`config.mk`:
```
export PLATFORM = sky130hd
export DESIGN_NAME = wdog_core
export DESIGN_NICKNAME = d
export VERILOG_FILES = /design/src/rtl/wdog_pkg.sv /design/src/rtl/wdog_reload_calc.sv /design/src/rtl/wdog_counter.sv /design/src/rtl/wdog_core.sv
export SDC_FILE = /design/constraint.sdc
export NUM_CORES = 1
export LEC_CHECK = 0
export ABC_AREA = 1
export BUFFER_PORTS_ARGS = -buffer_cell sky130_fd_sc_hd__buf_2
export CORE_MARGIN = 1
export CORE_UTILIZATION = 50
export DETAILED_ROUTE_END_ITERATION = 7
export PLACE_DENSITY = 0.68
export SLEW_MARGIN = 0
export SYNTH_ARGS = -nofsm -noshare
export SYNTH_HDL_FRONTEND = slang
export SYNTH_SLANG_ARGS = --single-unit
```
`constraint.sdc`:
```
create_clock -name clk_i -period 1.7 [get_ports clk_i]
set_input_delay 0.255 -clock clk_i [delete_from_list [all_inputs] [get_ports clk_i]]
set_output_delay 0.255 -clock clk_i [all_outputs]
set_load 0.01 [all_outputs]
```
`src/rtl/wdog_pkg.sv`:
```
package wdog_pkg;

    typedef enum logic [1:0] {
        FMT_EXP2  = 2'd0,
        FMT_SEC8  = 2'd1,
        FMT_SEC16 = 2'd2
    } tmo_fmt_e;

    localparam logic [2:0] ADR_CTRL    = 3'd0;
    localparam logic [2:0] ADR_KICK    = 3'd1;
    localparam logic [2:0] ADR_TMO_LO  = 3'd2;
    localparam logic [2:0] ADR_TMO_HI  = 3'd3;
    localparam logic [2:0] ADR_LEFT_LO = 3'd4;
    localparam logic [2:0] ADR_LEFT_HI = 3'd5;
    localparam logic [2:0] ADR_CAUSE   = 3'd6;

endpackage

```
`src/rtl/wdog_reload_calc.sv`:
```
module wdog_reload_calc
    import wdog_pkg::*;
#(
    parameter tmo_fmt_e FMT     = FMT_SEC8,
    parameter int       EXP_MIN = 10,
    parameter int       EXP_MAX = 15,
    parameter int       CW      = 16
) (
    input  logic [15:0]   tmo_i,
    output logic [CW-1:0] reload_o
);

    localparam int EW = $clog2(EXP_MAX + 1);

    generate
        if (FMT == FMT_EXP2) begin : g_exp
            localparam logic [EW-1:0] N_LO = EW'(EXP_MIN);
            localparam logic [EW-1:0] N_HI = EW'(EXP_MAX);
            logic [EW-1:0] n_raw;
            logic [EW-1:0] n_use;
            logic          unused_hi;

            assign n_raw     = tmo_i[EW-1:0];
            assign unused_hi = ^tmo_i[15:EW];

            always_comb begin
                if (n_raw < N_LO) begin
                    n_use = N_LO;
                end else if (n_raw > N_HI) begin
                    n_use = N_HI;
                end else begin
                    n_use = n_raw;
                end
                reload_o = CW'(1) << n_use;
            end
        end else begin : g_sec
            logic [15:0] secs;

            if (FMT == FMT_SEC8) begin : g_byte
                logic unused_hi;
                assign unused_hi = ^tmo_i[15:8];
                assign secs      = {8'h00, tmo_i[7:0]};
            end else begin : g_word
                assign secs = tmo_i;
            end

            always_comb begin
                if (secs == 16'd0) begin
                    reload_o = CW'(1);
                end else begin
                    reload_o = CW'(secs);
                end
            end
        end
    endgenerate

endmodule

```
`src/rtl/wdog_counter.sv`:
```
module wdog_counter
    import wdog_pkg::*;
#(
    parameter tmo_fmt_e FMT = FMT_SEC8,
    parameter int       TPS = 1000,
    parameter int       CW  = 16
) (
    input  logic          clk_i,
    input  logic          rst_ni,
    input  logic          tick_i,
    input  logic          run_i,
    input  logic          load_i,
    input  logic [CW-1:0] load_val_i,
    output logic [CW-1:0] cnt_o,
    output logic          expire_o
);

    localparam int            PW       = (TPS > 1) ? $clog2(TPS) : 1;
    localparam logic [PW-1:0] PRE_LAST = PW'(TPS - 1);

    typedef struct packed {
        logic [CW-1:0] cnt;
        logic [PW-1:0] pre;
    } cnt_st_t;

    cnt_st_t st_d, st_q;
    logic    step;
    logic    active;

    assign active = run_i && (st_q.cnt != '0) && tick_i;

    generate
        if (FMT == FMT_EXP2) begin : g_tick_step
            assign step = tick_i;
        end else begin : g_sec_step
            assign step = tick_i && (st_q.pre == PRE_LAST);
        end
    endgenerate

    always_comb begin
        st_d     = st_q;
        expire_o = 1'b0;
        if (load_i) begin
            st_d.cnt = load_val_i;
            st_d.pre = '0;
        end else if (active) begin
            if (FMT != FMT_EXP2) begin
                st_d.pre = step ? '0 : st_q.pre + 1'b1;
            end
            if (step) begin
                st_d.cnt = st_q.cnt - 1'b1;
                expire_o = (st_q.cnt == CW'(1));
            end
        end
    end

    always_ff @(posedge clk_i or negedge rst_ni) begin
        if (!rst_ni) begin
            st_q <= '0;
        end else begin
            st_q <= st_d;
        end
    end

    assign cnt_o = st_q.cnt;

endmodule

```
`src/rtl/wdog_core.sv`:
```
module wdog_core
    import wdog_pkg::*;
#(
    parameter tmo_fmt_e    FMT       = FMT_SEC8,
    parameter bit          MAIN_MODE = 1'b1,
    parameter int          TPS       = 1000,
    parameter int          EXP_MAX   = 15,
    parameter logic [15:0] TMO_RESET = 16'd15
) (
    input  logic       clk_i,
    input  logic       rst_ni,
    input  logic       por_ni,
    input  logic       tick_i,
    input  logic       bus_wr_i,
    input  logic       bus_rd_i,
    input  logic [2:0] bus_addr_i,
    input  logic [7:0] bus_wdata_i,
    output logic [7:0] bus_rdata_o,
    output logic       wdog_rst_o,
    output logic       alarm_o
);

    localparam int EXP_MIN = (TPS > 1) ? $clog2(TPS) : 0;
    localparam int CW      = (EXP_MAX + 1 > 16) ? EXP_MAX + 1 : 16;

    typedef struct packed {
        logic [7:0]  ctrl;
        logic [15:0] tmo;
        logic [7:0]  left_hi;
        logic        bite;
        logic        alarm;
    } regs_t;

    regs_t         r_d, r_q;
    logic          cause_d, cause_q;
    logic          wr_ctrl;
    logic          kick;
    logic          en_rise;
    logic          en_off;
    logic          load_s;
    logic          run_s;
    logic          expire_s;
    logic [CW-1:0] reload_s;
    logic [CW-1:0] cnt_s;
    logic [15:0]   secs_left;

    assign wr_ctrl = bus_wr_i && (bus_addr_i == ADR_CTRL);
    assign kick    = bus_wr_i && (bus_addr_i == ADR_KICK) && bus_wdata_i[0];
    assign en_rise = wr_ctrl && bus_wdata_i[0] && !r_q.ctrl[0];
    assign en_off  = wr_ctrl && !bus_wdata_i[0];
    assign load_s  = kick || en_rise;
    assign run_s   = r_q.ctrl[0];

    wdog_reload_calc #(
        .FMT     (FMT),
        .EXP_MIN (EXP_MIN),
        .EXP_MAX (EXP_MAX),
        .CW      (CW)
    ) i_reload (
        .tmo_i    (r_q.tmo),
        .reload_o (reload_s)
    );

    wdog_counter #(
        .FMT (FMT),
        .TPS (TPS),
        .CW  (CW)
    ) i_counter (
        .clk_i      (clk_i),
        .rst_ni     (rst_ni),
        .tick_i     (tick_i),
        .run_i      (run_s),
        .load_i     (load_s),
        .load_val_i (reload_s),
        .cnt_o      (cnt_s),
        .expire_o   (expire_s)
    );

    generate
        if (FMT == FMT_EXP2) begin : g_no_left
            logic unused_cnt;
            assign unused_cnt = ^cnt_s;
            assign secs_left  = 16'd0;
        end else begin : g_left
            if (CW > 16) begin : g_wide
                logic unused_cnt;
                assign unused_cnt = ^cnt_s[CW-1:16];
            end
            assign secs_left = cnt_s[15:0];
        end
    endgenerate

    always_comb begin
        r_d = r_q;
        if (wr_ctrl) begin
            r_d.ctrl = bus_wdata_i;
        end
        if (bus_wr_i && (bus_addr_i == ADR_TMO_LO)) begin
            r_d.tmo[7:0] = bus_wdata_i;
        end
        if ((FMT == FMT_SEC16) && bus_wr_i && (bus_addr_i == ADR_TMO_HI)) begin
            r_d.tmo[15:8] = bus_wdata_i;
        end
        if ((FMT == FMT_SEC16) && bus_rd_i && (bus_addr_i == ADR_LEFT_LO)) begin
            r_d.left_hi = secs_left[15:8];
        end
        if (MAIN_MODE) begin
            if (expire_s) begin
                r_d.bite = 1'b1;
            end
        end else begin
            if (expire_s) begin
                r_d.alarm = 1'b1;
            end else if (load_s || en_off) begin
                r_d.alarm = 1'b0;
            end
        end
    end

    always_comb begin
        cause_d = cause_q;
        if (bus_wr_i && (bus_addr_i == ADR_CAUSE) && bus_wdata_i[0]) begin
            cause_d = 1'b0;
        end
        if (MAIN_MODE && expire_s) begin
            cause_d = 1'b1;
        end
    end

    always_ff @(posedge clk_i or negedge rst_ni) begin
        if (!rst_ni) begin
            r_q         <= '0;
            r_q.tmo     <= TMO_RESET;
        end else begin
            r_q <= r_d;
        end
    end

    always_ff @(posedge clk_i or negedge por_ni) begin
        if (!por_ni) begin
            cause_q <= 1'b0;
        end else if (rst_ni) begin
            cause_q <= cause_d;
        end
    end

    always_comb begin
        case (bus_addr_i)
            ADR_CTRL:    bus_rdata_o = r_q.ctrl;
            ADR_TMO_LO:  bus_rdata_o = r_q.tmo[7:0];
            ADR_TMO_HI:  bus_rdata_o = (FMT == FMT_SEC16) ? r_q.tmo[15:8] : 8'h00;
            ADR_LEFT_LO: bus_rdata_o = secs_left[7:0];
            ADR_LEFT_HI: bus_rdata_o = (FMT == FMT_SEC16) ? r_q.left_hi : 8'h00;
            ADR_CAUSE:   bus_rdata_o = {7'b0, cause_q};
            default:     bus_rdata_o = 8'h00;
        endcase
    end

    assign wdog_rst_o = r_q.bite;
    assign alarm_o    = r_q.alarm;

endmodule

```
# Word-level counts from Yosys, hierarchy flattened
# Cells that the tools add are included.
dict set report op_classes {
  eq_ne 6
  n_mux 11
  n_reduce_logical 21
  n_addsub 2
}
# op count
set op_table {}
lappend op_table {{two-way mux 26 bit} 2}
lappend op_table {{case mux 8 bit (4 select lines)} 1}
lappend op_table {{equality test 16 x 1 -> 1 bit, second input constant} 1}
lappend op_table {{logical NOT 16 bit} 1}
lappend op_table {{two-way mux 16 bit} 1}
lappend op_table {{nonzero test 16 bit} 1}
lappend op_table {{subtractor 16 x 1 -> 16 bit, second input constant} 1}
lappend op_table {{logical AND 1 bit} 11}
lappend op_table {{adder 10 x 1 -> 10 bit, second input constant} 1}
lappend op_table {{equality test 10 bit, second input constant} 1}
lappend op_table {{two-way mux 10 bit} 1}
lappend op_table {{two-way mux 8 bit} 1}
lappend op_table {{equality test 3 bit, second input constant} 2}
lappend op_table {{nonzero test 2 bit} 3}
lappend op_table {{two-way mux 1 bit} 5}
lappend op_table {{AND reduction 2 bit} 2}
lappend op_table {{equality test 3 x 1 -> 1 bit, second input constant} 1}
lappend op_table {{equality test 3 x 2 -> 1 bit, second input constant} 1}
lappend op_table {{logical NOT 3 bit} 1}
lappend op_table {{logical NOT 1 bit} 1}
lappend op_table {{logical OR 1 bit} 1}
dict set report totals {
  word_cells 46
  out_inout_bits 10
  inputBits 17
  register_bits 44
}

# Depth between registers and ports, before layout
# Gate-level depths: netlist (run 1).
dict set report logic_depth {
  word_depth 8
  depth_mapped 11
}

# By module
# Synthesis (run 1) repeated with hierarchy kept, for this count alone.
dict set report hier_totals {
  hier_cells 454
  area_unflattened_um2 3216.8
}
# mod cells_per_inst seq_area_each_um2 area_per_inst_um2 n_inst
set by_module_without_submodules {}
lappend by_module_without_submodules {wdog_counter 310 650.6 2069.5 1}
lappend by_module_without_submodules {wdog_core 120 455.4 1026.0 1}
lappend by_module_without_submodules {wdog_reload_calc 24 0.0 121.4 1}

# Least setup slack after synthesis (run 1)
# Ideal clock, no wire load.
dict set report synth_timing {
  path_type {register -> register}
  from {register i_counter.st_q[0] (netlist bit)}
  to {register i_counter.st_q, in the netlist i_counter.cnt_o[4]}
  setup_slack_ps 213
  path_stages_with_launch 9
  path_buffers 1
  period_less_slack_ps 1487
  arrival_time_ps 1370
  setup_time_ps 117
  cell_sequence {dfrtp_1 > ha_1 > nand3_1 > nand3b_1 > nand2_1 > nand2_4 > buf_6 > nand2_1 > nand2_1}
}
dict set report synth_via {
  elab_chain_len 4
}
# element line_no
set synth_lines {}
lappend synth_lines {{start, declared} wdog_counter.sv:26} ;# cnt_st_t st_d, st_q;
lappend synth_lines {{start signal, assigned} wdog_counter.sv:61} ;# st_q <= st_d;
lappend synth_lines {{equality test 10 bit} wdog_counter.sv:36} ;# assign step = tick_i && (st_q.pre == PRE_LAST);
lappend synth_lines {{logical AND 1 bit} wdog_counter.sv:36}
lappend synth_lines {{nonzero test 2 bit (no source line)} --}
lappend synth_lines {{AND reduction 2 bit (no source line)} --}
# No other way between the ends.
# A chain may end at the register's enable or synchronous reset.

# Worst setup path after layout (run 1)
dict set report layout_timing {
  from {register i_counter.st_q[1] (netlist bit)}
  to {register i_counter.st_q, in the netlist i_counter.cnt_o[2]}
}
# Same word-level chain as after synthesis.

==> flow_metrics.tcl, run 1 <==
set metrics [dict create \
    startpoint_type "flop" \
    max_clock_freq_mhz 637 \
    io_pins 27 \
    max-vdd-ir-drop_mv 0.590 \
    finalCriticalPeriod_ps 1570 \
    vias 2717 \
    grt_overflow 0 \
    h-tree-depth 2 \
    ys_seq_elements 44 \
    num-fill-cells 541 \
    die_w_um 77.4 \
    gp_congestion 0.851 \
    nNetsFinal 495 \
    dr.pass1.iters 4 \
    final_util_pct 59.8 \
    swShare_pct 40.1 \
    crit_type "flop to flop" \
    ys_warn_count 0 \
    clock_sinks 44 \
    coreArea_um2 5510 \
    cts_tree "built" \
    setup_viol 0 \
    leakagePower_nw 1.75 \
    io_buffers 24 \
    layout_worst_path_cycle_share_pct 92.3 \
    worst_setup_path_end_kind "flop" \
    drt-initial-drc-count 135 \
    mostFrequentLayoutCell "nand2_1" \
    syn_to_final_growth_pct 15.7 \
    wirelength_um 6610 \
    holdCritPathClass "primary input to flop" \
    fp.dieH_um 77.4 \
    internal_power_mw 2.33 \
    sequentialPowerShare_pct 44.3 \
    timing.setup.tns_ps 0 \
    critPathArrivalTime_ps 1740 \
    path_max_fanout 16 \
    final_cell_mix "nand2_1, nor2_1, inv_1, dfrtp_1, o21ai_0" \
    cts_made_buffers 5 \
    die_area_um2 6000 \
    finalClockSkew_ps 8.09 \
    slew_violations 0 \
    cts-root-buf "clkbuf_8" \
    cap_violations 0 \
    drt_drc_violations_left 0 \
    antenna_found_initial 0 \
    grt_first_pass_wirelength_um 11700 \
    rsz0062_at_grt "no" \
    ant_nets 0 \
    grt_pass1_vias 2692 \
    final_layout_size_suffix_gt1_share_pct 14.3 \
    clkTransAtPathRegs_ps 80 \
    clock_latency_ps 290 \
    vias_per_cell 4.98 \
    hpwl_um 4960 \
    initial_core_util_pct 51.7 \
    grt_max_degree 30 \
    required_ps 1880 \
    hold_viol_final 0 \
    post_cts_buffers 0 \
    num_antenna_cells 0 \
    synth.avg_cell_area_um2 6.57 \
    outcome "completed" \
    p_sw_mw 1.56 \
    synth_fp_nets 454 \
    synth_top_area_share_pct 35.2 \
    syn_area_um2 2850 \
    grt.total_usage_pct 24.1 \
    ys_seq_area_share_pct 38.9 \
    rows 27 \
    drt-wirelength-per-cell_um 12.1 \
    clock_path_buffers 2 \
    p_per_area_nw_per_um2 1180 \
    comb_power_share_pct 39.8 \
    ys_types 32 \
    synthTopCellsByArea "dfrtp_1, nand2_1, nor2_1, inv_1, o21ai_0" \
    synthCells 433 \
    clock_power_share_pct 16.0 \
    yosysTopAreaCell "dfrtp_1" \
    reg2reg_slack_ps 130 \
]
==> metrics by stage <==
stage	instance area, um^2	instances	worst slack (ps)	power (mW)	hold WS [ps]
finish	3290	546	131	3.89	191
floorplan	2850	433	213	2.67	-40.6
detailed placement	3150	537	34.4	3.22	30.9
CTS	3240	546	9.02	3.86	189
global route	3290	546	3.49	4.26	200
global placement	3150	537	75.2	3.17	30.7
==> power by group through the flow <==
stage / Combinational, mW / Sequential (mW) / Clock (mW)
2_1_floorplan: 0.995 / 1.67 / 0
3_3_place_gp: 1.46 / 1.70 / 0
3_5_place_dp: 1.51 / 1.72 / 0
4_1_cts: 1.52 / 1.70 / 0.643
5_1_grt: 1.82 / 1.77 / 0.673
6_report: 1.55 / 1.72 / 0.623
==> flip-flops by register name, indices dropped and copies added, names as in the netlist <==
register	cells
cause_q	1
i_counter.cnt_o	16
i_counter.st_q	10
r_q	16
wdog_rst_o	1
==> path summary, 6_finish.rpt <==
kind	start	endpoint	cells after the start
max	i_counter.st_q[1]	i_counter.cnt_o[2]	7
min	bus_wdata_i[2]	r_q[12]	3
max reg2reg	i_counter.st_q[1]	i_counter.cnt_o[2]	7
min reg2reg	wdog_rst_o	wdog_rst_o	1
max in group asynchronous	rst_ni	i_counter.cnt_o[2]	3
min in group asynchronous	por_ni	cause_q	2
==> final cells by class <==
type / instances / area (um^2) / share of cell area, %
timing repair buffer: 45 / 295 / 8.97
clock buffer: 6 / 72.6 / 2.21
tap: 72 / 90.1 / 2.74
multi-input combinational: 321 / 1500 / 45.7
inverter: 57 / 218 / 6.62
clock inverter: 1 / 5.00 / 0.152
sequential: 44 / 1110 / 33.6
==> timing repair <==
item / in CTS / in global routing
hold endpoints to repair: 11 / 0
setup endpoints to repair: 0 / 25
resized for setup: 0 / 11
hold buffers: 2 / 0
==> layer usage <==
metal	vias up	track usage, %	part of all wire, %
met1	1246	30.4	48
met2	40	42.6	49
li1	1425	-	-
met4	0	7.74	0.86
met3	6	2.82	2.1
met5	-	0	0
==> worst max-delay path: stages (launching register included) <==
cell and delay (ps):
dfrtp_1 440, ha_4 190, nand3_1 90, nand3b_1 280, nand2_2 190, nand2_8 120
nand2_1 80, nand2_1 60
==> cell usage after synthesis <==
| library cell | n |
|---|---|
| nor2_2 | 1 |
| nand3_2 | 1 |
| nand3_1 | 26 |
| o2111ai_1 | 1 |
| inv_1 | 56 |
| o21bai_4 | 1 |
| dfstp_2 | 4 |
| dfrtp_1 | 40 |
| nand3b_1 | 2 |
| buf_2 | 6 |
| o21ai_0 | 27 |
| nand2_4 | 3 |
| clkinv_1 | 1 |
| xnor2_1 | 2 |
| nor2_1 | 64 |
| a21o_1 | 1 |
| a21oi_1 | 2 |
| nand2_2 | 1 |
| o21bai_1 | 1 |
| buf_4 | 2 |
| a21boi_0 | 1 |
| nand4_1 | 5 |
| nor3_1 | 4 |
| nand2_1 | 160 |
| clkbuf_1 | 2 |
| conb_1 | 1 |
| o21ai_1 | 3 |
| ha_1 | 4 |
| o221ai_1 | 7 |
| nor3b_1 | 1 |
| buf_6 | 1 |
| xor2_1 | 2 |
==> cells by family (layout without fill, tap and decap cells) <==
family	after synthesis	in the layout	synth area share [%]
AND/OR/NAND/NOR	268	268	38.7
adder cells (fa/ha/maj)	4	4	1.76
other	1	1	0.132
AO/OA/AOI/OAI	44	44	9.54
flip-flops	44	44	38.9
XOR/XNOR	4	4	1.23
buffers and inverters	68	109	9.76
(Power assumes the default switching activity.)
==> inputs of run 2 (changes only) <==
--- a/config.mk
+++ b/config.mk
@@ -7,10 +7,11 @@
 export LEC_CHECK = 0
 export ABC_AREA = 1
 export BUFFER_PORTS_ARGS = -buffer_cell sky130_fd_sc_hd__buf_2
+export CORE_ASPECT_RATIO = 2
 export CORE_MARGIN = 1
 export CORE_UTILIZATION = 50
 export DETAILED_ROUTE_END_ITERATION = 7
-export PLACE_DENSITY = 0.68
+export PLACE_DENSITY = 0.69
 export SLEW_MARGIN = 0
 export SYNTH_ARGS = -nofsm -noshare
 export SYNTH_HDL_FRONTEND = slang
==> flow_metrics.tcl, run 2 (synthesis gave the netlist of run 1 again) <==
set metrics [dict create \
    outcome "completed" \
    multi_input_area_um2 1500 \
    finalCriticalPeriod_ps 1560 \
    layout_worst_path_cycle_share_pct 91.8 \
    max-vdd-ir-drop_mv 0.922 \
    clock_sinks 44 \
    ant_nets 0 \
    timing.setup.tns_ps 0 \
    critPathArrivalTime_ps 1810 \
    cts_tree "built" \
    regArea_um2 1110 \
    num_antenna_cells 0 \
    setup_viol 0 \
    leakagePower_nw 1.76 \
    h-tree-depth 2 \
    io_pins 27 \
    slew_violations 0 \
    io_buffers 24 \
    rsz0062_at_grt "no" \
    hold_viol_final 0 \
    vias 2742 \
    wirelength_um 7090 \
    grt.total_usage_pct 25.8 \
    clkTransAtPathRegs_ps 80 \
    power_mw 3.97 \
    max_clock_freq_mhz 641 \
    num-fill-cells 560 \
    nNetsFinal 495 \
    max_slew.worst_pin.slew_ps 538 \
    mostFrequentLayoutCell "nand2_1" \
    p_per_area_nw_per_um2 1210 \
    drt_drc_violations_left 0 \
    grt_max_degree 41 \
    coreArea_um2 5470 \
    grt_overflow 0 \
    fp.dieH_um 109 \
    rr_startpoint "i_counter.cnt_o[3]" \
    finalClockSkew_ps 7.00 \
    startpoint_type "flop" \
    grt_pass1_vias 2756 \
    vias_per_cell 5.13 \
    path_max_fanout 12 \
    placed_area_um2 3130 \
    syn_to_final_growth_pct 15.6 \
    final_layout_size_suffix_gt1_share_pct 14.5 \
    finalInstanceArea_um2 3290 \
    die_w_um 55.3 \
    slew_headroom_pct 64.1 \
    startpoint "i_counter.cnt_o[3]" \
    holdCritPathClass "primary input to flop" \
    drt-initial-drc-count 159 \
    worst_setup_path_end_kind "flop" \
    crit_type "flop to flop" \
    initial_core_util_pct 52.0 \
    gp_congestion 0.873 \
    required_ps 1950 \
    clock_path_buffers 2 \
    hpwl_um 5420 \
    fin_ws_ps 140 \
    cap_violations 0 \
    clock_latency_ps 310 \
    min_from "bus_wdata_i[1]" \
    cts_made_buffers 5 \
    grt_first_pass_wirelength_um 12000 \
    antenna_found_initial 0 \
    dr.pass1.iters 4 \
    final_cell_mix "nand2_1, nor2_1, inv_1, dfrtp_1, o21ai_0" \
    drt-wirelength-per-cell_um 13.2 \
    rows 38 \
    die_area_um2 6010 \
    post-place-ws_ps 46.8 \
    cts-root-buf "clkbuf_8" \
]
==> run 2: changes by cell type in the layout (fill, tap and decap cells not counted), sizes merged <==
cell / previous run / this run
clkinv: 2 / 3
==> run 2: timing repair <==
item,in CTS,in global routing
gates resized for setup,0,10
endpoints found under the hold margin,4,0
endpoints found under the setup margin,0,24
setup buffers,0,0
hold buffers,2,0
==> run 2: path summary, 6_finish.rpt <==
check / cells past startpoint / endpoint / slack, ps
max: 9 / i_counter.st_q[5] / 140
min: 3 / r_q[11] / 180
max reg2reg: 9 / i_counter.st_q[5] / 140
min reg2reg: 1 / wdog_rst_o / 450
max in group asynchronous: 3 / i_counter.cnt_o[15] / 680
min in group asynchronous: 2 / cause_q / 250
==> run 2: cell type report <==
class                   count  share of cell area, %
flip-flops and latches     44                   33.6
repair buffers             45                   8.98
clock buffers               6                   2.51
clock inverters             2                  0.304
inverters                  57                   6.62
well taps                  60                   2.28
multi-input cells         321                   45.7
==> run 2: routing by layer <==
metal | track usage [%] | share of wire, %
met5 | 0 | 0
met4 | 13.8 | 3.2
met3 | 3.20 | 2.6
met2 | 52.8 | 59
met1 | 23.8 | 36
==> run 2: metrics by stage <==
step,cells,utilization [%],hold slack [ps]
finish,535,60.1,179
global route,535,60.1,190
CTS,535,59.3,171
detailed placement,525,57.3,34.6
global placement,525,57.3,29.7
floorplan,433,-,-40.6
==> run 2: critical path, stage by stage, from the launching register on <==
cell        delay (ps)
dfrtp_1            440
nor2_1             240
nand2_1            100
nor2_2             110
nand2_1             90
nand2_4            130
nand2_8            110
clkinvlp_4         150
nand2_1             70
nand2_1             70
==> run 2: power breakdown <==
group,switching (mW),total (mW),internal (mW)
sequential,0.352,1.74,1.39
clock,0.363,0.687,0.324
combinational,0.891,1.54,0.647
